`src/rtl/panel_pkg.sv`:
```
package panel_pkg;
   typedef enum logic [1:0] {
      TRK_IDLE      = 2'd0,
      TRK_WAIT_BUSY = 2'd1,
      TRK_WAIT_DONE = 2'd2
   } trk_e;

   localparam logic DIR_READ  = 1'b1;
   localparam logic DIR_WRITE = 1'b0;
endpackage

```
`src/rtl/panel_stage.sv`:
```
module panel_stage #(
   parameter int SW_W = 8
) (
   input  logic            clk,
   input  logic            rst_n,
   input  logic            load,
   input  logic [SW_W-1:0] din,
   output logic [SW_W-1:0] q
);
   always_ff @(posedge clk) begin
      if (!rst_n)    q <= '0;
      else if (load) q <= din;
   end
endmodule

```
`src/rtl/panel_issue.sv`:
```
module panel_issue
   import panel_pkg::*;
#(
   parameter int SW_W      = 8,
   parameter int ADDR_W    = 18,
   parameter int DATA_W    = 16,
   parameter bit READ_WINS = 1'b1
) (
   input  logic              clk,
   input  logic              rst_n,
   input  logic              key_write,
   input  logic              key_read,
   input  logic              ready,
   input  logic              blocked,
   input  logic [SW_W-1:0]   sw,
   input  logic [SW_W-1:0]   staged,
   output logic              mem,
   output logic              rw,
   output logic [ADDR_W-1:0] addr,
   output logic [DATA_W-1:0] wdata
);
   logic want_rd, want_wr, go;

   generate
      if (READ_WINS) begin : g_read_first
         assign want_rd = key_read;
         assign want_wr = key_write & ~key_read;
      end else begin : g_write_first
         assign want_wr = key_write;
         assign want_rd = key_read & ~key_write;
      end
   endgenerate

   assign go = ready & ~blocked & (want_rd | want_wr);

   always_ff @(posedge clk) begin
      if (!rst_n) begin
         mem   <= 1'b0;
         rw    <= DIR_READ;
         addr  <= '0;
         wdata <= '0;
      end else begin
         mem <= go;
         if (go) begin
            rw   <= want_rd ? DIR_READ : DIR_WRITE;
            addr <= ADDR_W'(sw);
            if (want_wr) wdata <= DATA_W'(staged);
         end
      end
   end
endmodule

```
`src/rtl/panel_show.sv`:
```
module panel_show
   import panel_pkg::*;
#(
   parameter int DATA_W = 16,
   parameter int LED_W  = 8
) (
   input  logic              clk,
   input  logic              rst_n,
   input  logic              mem,
   input  logic              rw,
   input  logic              ready,
   input  logic [DATA_W-1:0] rdata,
   output logic [LED_W-1:0]  led,
   output logic              pending
);
   trk_e state;

   assign pending = (state != TRK_IDLE);

   always_ff @(posedge clk) begin
      if (!rst_n) begin
         state <= TRK_IDLE;
         led   <= '0;
      end else begin
         unique case (state)
            TRK_IDLE:
               if (mem && rw == DIR_READ) state <= TRK_WAIT_BUSY;
            TRK_WAIT_BUSY:
               if (!ready) state <= TRK_WAIT_DONE;
            TRK_WAIT_DONE:
               if (ready) begin
                  led   <= rdata[LED_W-1:0];
                  state <= TRK_IDLE;
               end
            default: state <= TRK_IDLE;
         endcase
      end
   end
endmodule

```
`src/rtl/sram_panel.sv`:
```
module sram_panel #(
   parameter int SW_W      = 8,
   parameter int ADDR_W    = 18,
   parameter int DATA_W    = 16,
   parameter int LED_W     = 8,
   parameter bit READ_WINS = 1'b1
) (
   input  logic              clk,
   input  logic              rst_n,
   input  logic [SW_W-1:0]   sw_in,
   input  logic              key_load,
   input  logic              key_write,
   input  logic              key_read,
   input  logic              ctl_ready,
   input  logic [DATA_W-1:0] ctl_rdata,
   output logic              ctl_mem,
   output logic              ctl_rw,
   output logic [ADDR_W-1:0] ctl_addr,
   output logic [DATA_W-1:0] ctl_wdata,
   output logic [LED_W-1:0]  led_out
);
   generate
      if (SW_W > ADDR_W || SW_W > DATA_W) begin : g_bad_sw
         $error("switch width exceeds address or data width");
      end
      if (LED_W > DATA_W || LED_W < 1) begin : g_bad_led
         $error("LED width must be 1..DATA_W");
      end
   endgenerate

   logic [SW_W-1:0] staged;
   logic            read_pending;
   logic            blocked;

   assign blocked = ctl_mem | read_pending;

   panel_stage #(.SW_W(SW_W)) u_stage (
      .clk (clk), .rst_n (rst_n), .load (key_load), .din (sw_in), .q (staged)
   );

   panel_issue #(
      .SW_W(SW_W), .ADDR_W(ADDR_W), .DATA_W(DATA_W), .READ_WINS(READ_WINS)
   ) u_issue (
      .clk (clk), .rst_n (rst_n), .key_write (key_write), .key_read (key_read),
      .ready (ctl_ready), .blocked (blocked), .sw (sw_in), .staged (staged),
      .mem (ctl_mem), .rw (ctl_rw), .addr (ctl_addr), .wdata (ctl_wdata)
   );

   panel_show #(.DATA_W(DATA_W), .LED_W(LED_W)) u_show (
      .clk (clk), .rst_n (rst_n), .mem (ctl_mem), .rw (ctl_rw),
      .ready (ctl_ready), .rdata (ctl_rdata), .led (led_out),
      .pending (read_pending)
   );
endmodule

```
`config.mk`:
```
export PLATFORM = sky130hd
export DESIGN_NAME = sram_panel
export DESIGN_NICKNAME = d
export VERILOG_FILES = /design/src/rtl/panel_pkg.sv /design/src/rtl/panel_stage.sv /design/src/rtl/panel_issue.sv /design/src/rtl/panel_show.sv /design/src/rtl/sram_panel.sv
export SDC_FILE = /design/constraint.sdc
export NUM_CORES = 1
export LEC_CHECK = 0
export ABC_CLOCK_PERIOD_IN_PS = 1200
export CELL_PAD_IN_SITES_DETAIL_PLACEMENT = 2
export CELL_PAD_IN_SITES_GLOBAL_PLACEMENT = 2
export CORE_UTILIZATION = 31
export DETAILED_ROUTE_END_ITERATION = 8
export DONT_BUFFER_PORTS = 1
export PLACE_DENSITY_LB_ADDON = 0.1
export SLEW_MARGIN = 20
export SYNTH_ARGS = -nofsm -noshare
export SYNTH_HDL_FRONTEND = slang
export SYNTH_SLANG_ARGS = --single-unit
```
`constraint.sdc`:
```
create_clock -name clk -period 1.2 [get_ports clk]
set_clock_uncertainty 0.1 [all_clocks]
set_input_delay 0 -clock clk [delete_from_list [all_inputs] [get_ports clk]]
set_output_delay 0 -clock clk [all_outputs]
set_load 0.05 [all_outputs]
```
==> results.sh, run 1 <==
export IMPL_critPathBufInv=1
export IMPL_use_met3=0.05801
export IMPL_utilization=0.4546
export IMPL_whs_ps=-77.66
export IMPL_rr_worst_depth=4
export IMPL_first_pass_iters=2
export IMPL_mostFrequentLayoutCells="nand2_1, dfxtp_1, mux2i_1"
export IMPL_slowest_delay_ps=340
export IMPL_hold_viol=35
export IMPL_fin_ws_ps=-243.7
export IMPL_fmax_mhz=692.7
export IMPL_syn2layout_area_growth_pct=39.12
export IMPL_cts_made_buffers=5
export IMPL_hold_depth=2
export IMPL_violations="hold timing, setup timing"
export IMPL_startpoint_type="register"
export IMPL_ys_warn_count=0
export IMPL_yosysUniqueCellTypes=20
export IMPL_post_synth_cell_area_avg_sq_um=9.836
export IMPL_tns_ps=-3849
export IMPL_r2r_start="u_show.state[1]"
export IMPL_p_per_area_mw_per_mm2=1255
export IMPL_cp_end_kind="register"
export IMPL_pin_count=74
export IMPL_max_slew_margin=0.6634
export IMPL_status="finished, violations left"
export IMPL_gp_congestion=0.6917
export IMPL_postCtsHoldBufs=27
export IMPL_r2r_end="u_issue.wdata[7]"
export IMPL_holdCritStartpoint="rst_n"
export IMPL_cts_root_buffer="clkbuf_8"
export IMPL_drive_gt1_frac=0.2186
export IMPL_ant_nets=0
export IMPL_synth_cells=159
export IMPL_power_leakage_uw=0.0009749
export IMPL_clockBufferDepth=2
export IMPL_grt_pass1_vias=1373
export IMPL_hold_end="u_issue.rw"
export IMPL_grt_pass1_wl_um=6706
export IMPL_reg2reg_slack_ps=-240
export IMPL_htreeDepth=2
export IMPL_track_usage=0.1724
export IMPL_critPathKind="reg2reg"
export IMPL_rsz0062_at_grt="yes"
export IMPL_cp_top_family="simple AND/OR/NAND/NOR gates"
export IMPL_period_share=1.203
export IMPL_grt_max_degree=50
export IMPL_wl_um=4161
export IMPL_clkLatencyLatePin_ps=290
export IMPL_final_max_slew_viol_count=0
export IMPL_drt_iter0_drc=7
export IMPL_die_area_sq_mm=0.005333
export IMPL_grt_busiest_layer="met2"
export IMPL_rows=25
export IMPL_tightest_slew_ps=503.3
export IMPL_met2_usage=0.3220
export IMPL_synth_area_sq_mm=0.001564
export IMPL_globalRouteOverflowTotal=0
export IMPL_vias_per_cell=4.348
export IMPL_die_h_um=73.03
export IMPL_required_ps=1320
export IMPL_core_area_sq_mm=0.004786
export IMPL_yosysSeqAreaShare=0.4608
export IMPL_dp_hpwl_um=2520
export IMPL_worstSetupPathDepth=4
export IMPL_final_common_cell="nand2_1"
export IMPL_setup_violations=25
export IMPL_nNetsFinal=244
export IMPL_cap_violations=0
export IMPL_wl_per_cell_um=14.76
export IMPL_dieWidth_um=73.03
export IMPL_cp_slowest_cell="dfxtp_2"
export IMPL_cts_tree="done"
export IMPL_synth_seq_cells=36
export IMPL_post_place_ws_ps=-228.4
export IMPL_holdCritPathClass="in2reg"
export IMPL_io_buffers=0
export IMPL_antenna_cells=0
export IMPL_period_minus_slack_ps=1444
export IMPL_critical_path_peak_fanout=9
export IMPL_globalRouteMet1Util=0.1807
export IMPL_clk_pin_slew_ps=70
export IMPL_vias=1226
export IMPL_start_util=0.3268
export IMPL_worst_ir_drop_vdd_mv=0.4639
export IMPL_antenna_found_initial=0
export IMPL_drc=0
export IMPL_clock_sinks=36
export IMPL_crit_arrival_ps=1560
export IMPL_n_fill_cell=530
export IMPL_path_cells="nor4b_4 -> and3b_2 -> buf_12 -> mux2i_1"
-- layout make-up --
type,instances,area (sq um),area share
clock buffer,6,82.58,0.03795
clock inverter,2,10.01,0.004600
multi-input combinational,112,715.7,0.3289
sequential,36,726.9,0.3341
tap,67,83.83,0.03853
timing repair buffer,59,556.8,0.2559
-- registers in the layout, indices dropped and copies added, names as in the netlist --
| name | flops |
|---|---|
| u_show.state | 2 |
| u_stage.q | 8 |
| u_issue.rw | 1 |
| u_issue.wdata | 8 |
| u_issue.addr | 8 |
| u_issue.mem | 1 |
| u_show.led | 8 |
-- cells in the mapped netlist --
| library cell | instances | area (sq um) |
|---|---|---|
| a21oi_1 | 1 | 5.000 |
| and2_1 | 1 | 6.260 |
| and3_1 | 1 | 6.260 |
| and3b_1 | 2 | 17.52 |
| buf_2 | 1 | 5.000 |
| buf_4 | 19 | 142.6 |
| buf_6 | 2 | 22.52 |
| clkbuf_1 | 6 | 22.52 |
| conb_1 | 1 | 3.750 |
| dfxtp_1 | 36 | 720.7 |
| mux2i_1 | 32 | 320.3 |
| nand2_1 | 34 | 127.6 |
| nand3b_1 | 1 | 7.510 |
| nor2b_1 | 16 | 100.1 |
| nor3b_1 | 1 | 7.510 |
| nor4b_4 | 1 | 23.77 |
| o21ai_0 | 1 | 5.000 |
| o21ai_1 | 1 | 5.000 |
| or2_2 | 1 | 6.260 |
| xnor2_1 | 1 | 8.760 |
-- worst max-delay path by stage --
| stage | start | to |
|---|---|---|
| after floorplan | u_issue.mem | u_issue.wdata[0] |
| after global placement | u_show.state[1] | u_issue.wdata[6] |
| after global routing | u_show.state[1] | u_issue.wdata[7] |
| final | u_show.state[1] | u_issue.wdata[7] |
| after detailed placement | u_show.state[1] | u_issue.wdata[6] |
| after CTS | u_show.state[1] | u_issue.wdata[6] |
-- worst reg2reg max path, cell delays in order (launching register included) --
cell and delay (ps):
dfxtp_2 340, nor4b_4 330, and3b_2 270, buf_12 140
mux2i_1 200
-- kinds of logic after synthesis --
group,after synthesis,share of synthesized area
AO/OA/AOI/OAI,3,0.009591
AND/OR/NAND/NOR,58,0.1936
XOR/XNOR,1,0.005601
flip-flops,36,0.4608
multiplexers,32,0.2048
buffers and inverters,28,0.1232
other,1,0.002398
-- power by group --
| part | switching, uW | internal, uW |
|---|---|---|
| combinational | 350 | 197 |
| clock | 452 | 459 |
| sequential | 30.2 | 1240 |
| total | 833 | 1900 |
-- metrics by stage --
| step | instance area [sq um] | std cells | power, uW |
|---|---|---|---|
| CTS | 2172 | 282 | 2755 |
| detailed placement | 1780 | 246 | 1731 |
| floorplan | 1632 | 176 | 1712 |
| global placement | 1780 | 246 | 1719 |
| global route | 2176 | 282 | 2861 |
| finish | 2176 | 282 | 2732 |
-- layer usage --
| metal | up-vias | part of all wire | routed length, um |
|---|---|---|---|
| met1 | 595 | 0.39 | 1627 |
| met5 | - | 0 | 0 |
| met3 | 7 | 0.058 | 240 |
| met4 | 0 | 0.013 | 53 |
| met2 | 40 | 0.54 | 2240 |
| li1 | 584 | - | - |
-- timing repair --
action | in CTS | in global routing
hold endpoints to repair | 36 | 33
buffers inserted | 1 | 0
pin swaps | 0 | 0
setup endpoints to repair | 25 | 26
gates resized for setup | 5 | 1
gates cloned | 0 | 0
No activity file was read; power rests on OpenSTA's default activity.
==> inputs of run 2 (changes only) <==
--- a/config.mk
+++ b/config.mk
@@ -6,11 +6,11 @@
 export NUM_CORES = 1
 export LEC_CHECK = 0
 export ABC_CLOCK_PERIOD_IN_PS = 1200
+export BUFFER_PORTS_ARGS = -buffer_cell sky130_fd_sc_hd__buf_4
 export CELL_PAD_IN_SITES_DETAIL_PLACEMENT = 2
 export CELL_PAD_IN_SITES_GLOBAL_PLACEMENT = 2
-export CORE_UTILIZATION = 31
+export CORE_UTILIZATION = 23
 export DETAILED_ROUTE_END_ITERATION = 8
-export DONT_BUFFER_PORTS = 1
 export PLACE_DENSITY_LB_ADDON = 0.1
 export SLEW_MARGIN = 20
 export SYNTH_ARGS = -nofsm -noshare
==> run 2 against run 1 <==
The run ends with DRC, setup timing left. Worst hold slack better by 82 ps. Sequential share of layout area fell by 1.4 points. Total power rose by 1.4%. Critical path depth unchanged. Combinational power grew 7.1%. Fmax up 1.5%. Via count grew 3.6%. Routed wire length grew 0.26%. Global-route usage fell by 4.9 points. Die area is 34% higher. Critical endpoint is now u_issue.wdata[0]. Largest cell class is now multi-input gates.
==> results.sh, run 2 (synthesized netlist as in run 1, its figures left out) <==
export IMPL_stdcell_area_sq_mm=0.002278
export IMPL_wl_per_cell_um=13.59
export IMPL_r2r_end="u_issue.wdata[0]"
export IMPL_dp_hpwl_um=2818
export IMPL_period_share=1.185
export IMPL_p_per_area_mw_per_mm2=1215
export IMPL_required_ps=1320
export IMPL_start_util=0.2422
export IMPL_dp_cells=279
export IMPL_setup_violations=25
export IMPL_layout_cells_non_filler=307
export IMPL_cap_violations=0
export IMPL_cp_end_kind="register"
export IMPL_cts_made_buffers=5
export IMPL_cp_slowest_cell="dfxtp_4"
export IMPL_drive_gt1_frac=0.3174
export IMPL_n_fill_cell=715
export IMPL_nNetsFinal=259
export IMPL_hold_viol=0
export IMPL_clockBufferDepth=2
export IMPL_utilization=0.3528
export IMPL_fin_ws_ps=-222.1
export IMPL_io_buffers=47
export IMPL_antenna_cells=0
export IMPL_hold_end="u_show.state[0]"
export IMPL_antenna_found_initial=0
export IMPL_mostFrequentLayoutCells="buf_4, nand2_1, dfxtp_1"
export IMPL_violations="DRC, setup timing"
export IMPL_dpl_cell_area_sq_mm=0.001953
export IMPL_htreeDepth=2
export IMPL_critPathKind="reg2reg"
export IMPL_globalRouteOverflowTotal=0
export IMPL_drt_iter0_drc=34
export IMPL_rr_worst_depth=4
export IMPL_reg2reg_slack_ps=-220
export IMPL_pin_count=74
export IMPL_core_area_sq_mm=0.006459
export IMPL_r2r_start="u_issue.mem"
export IMPL_fmax_mhz=703.2
export IMPL_track_usage=0.1236
export IMPL_period_minus_slack_ps=1422
export IMPL_holdCritPathClass="in2reg"
export IMPL_slowest_delay_ps=360
export IMPL_vias_per_cell=4.137
export IMPL_gp_congestion=0.7021
export IMPL_syn2layout_area_growth_pct=45.68
export IMPL_area_sequential_sq_um=729.5
export IMPL_dieWidth_um=84.46
export IMPL_grt_pass1_wl_um=6720
export IMPL_clk_pin_slew_ps=70
export IMPL_drc=6
export IMPL_status="finished, violations left"
export IMPL_holdCritStartpoint="ctl_ready"
export IMPL_worst_ir_drop_vdd_mv=0.3680
export IMPL_cts_root_buffer="clkbuf_8"
export IMPL_clkLatencyLatePin_ps=290
export IMPL_power_leakage_uw=0.001049
export IMPL_final_max_slew_viol_count=0
export IMPL_hold_depth=4
export IMPL_clock_sinks=36
export IMPL_final_common_cell="buf_4"
export IMPL_startpoint_type="register"
export IMPL_path_cells="nor4b_4 -> and3b_2 -> buf_6 -> mux2i_1"
export IMPL_ant_nets=0
export IMPL_die_area_sq_mm=0.007133
export IMPL_multiInputGateArea_sq_um=734.5
export IMPL_crit_arrival_ps=1540
export IMPL_rsz0062_at_grt="yes"
export IMPL_grt_max_degree=53
export IMPL_cts_tree="done"
export IMPL_grt_pass1_vias=1368
export IMPL_critical_path_peak_fanout=5
export IMPL_vias=1270
export IMPL_die_h_um=84.46
export IMPL_rows=29
export IMPL_wl_um=4172
export IMPL_first_pass_iters=8
[run 2: layer usage]
layer  vias to the layer above  share of wire  track usage
met1                       598           0.41       0.1270
met5                         -              0            0
met2                        47           0.52       0.2377
met4                         0          0.011      0.04160
met3                         5          0.056      0.03736
li1                        620              -            -
[run 2: worst max-delay path, delay by kind of cell, from the launching register on]
| kind | cells | cell delay [ps] |
|---|---|---|
| buffers and inverters | 1 | 140 |
| flip-flops | 1 | 360 |
| multiplexers | 1 | 180 |
| AND/OR/NAND/NOR | 2 | 580 |
[run 2: what timing repair did]
| action | 4_1_cts | 5_1_grt |
|---|---|---|
| hold buffers | 18 | 0 |
| pin swaps | 3 | 1 |
| resized for setup | 8 | 5 |
| setup buffers | 1 | 1 |
| endpoints found under the setup margin | 25 | 26 |
| endpoints found under the hold margin | 26 | 0 |
[run 2: area by class of cell]
class	count	area share
well taps	77	0.04228
multi-input cells	112	0.3223
clock buffers	8	0.03954
repair buffers	74	0.2757
flip-flops and latches	36	0.3202
[run 2: worst max path at each step]
stage | from | to | slack [ps]
floorplan | u_issue.mem | u_issue.wdata[0] | -110
global placement | u_show.state[0] | u_issue.wdata[0] | -200
detailed placement | u_show.state[0] | u_issue.wdata[7] | -230
CTS | u_issue.mem | u_issue.wdata[7] | -220
global route | u_issue.mem | u_issue.wdata[1] | -310
finish | u_issue.mem | u_issue.wdata[0] | -220
[run 2: report_power, final]
part / internal, uW / switching (uW) / total [uW]
logic: 224 / 363 / 587
clock network: 469 / 439 / 908
registers: 1240 / 33.2 / 1270
[run 2: per-stage QoR]
step	setup TNS (ps)	total power, uW	hold WS, ps	setup slack, ps
2_1_floorplan	-1613	1712	-23.93	-113.4
3_3_place_gp	-2852	1816	95.39	-195.9
3_5_place_dp	-3766	1827	108.8	-226.8
4_1_cts	-3200	2802	5.321	-217.2
5_1_grt	-6176	2910	31.52	-310.5
6_report	-4043	2769	4.541	-222.1
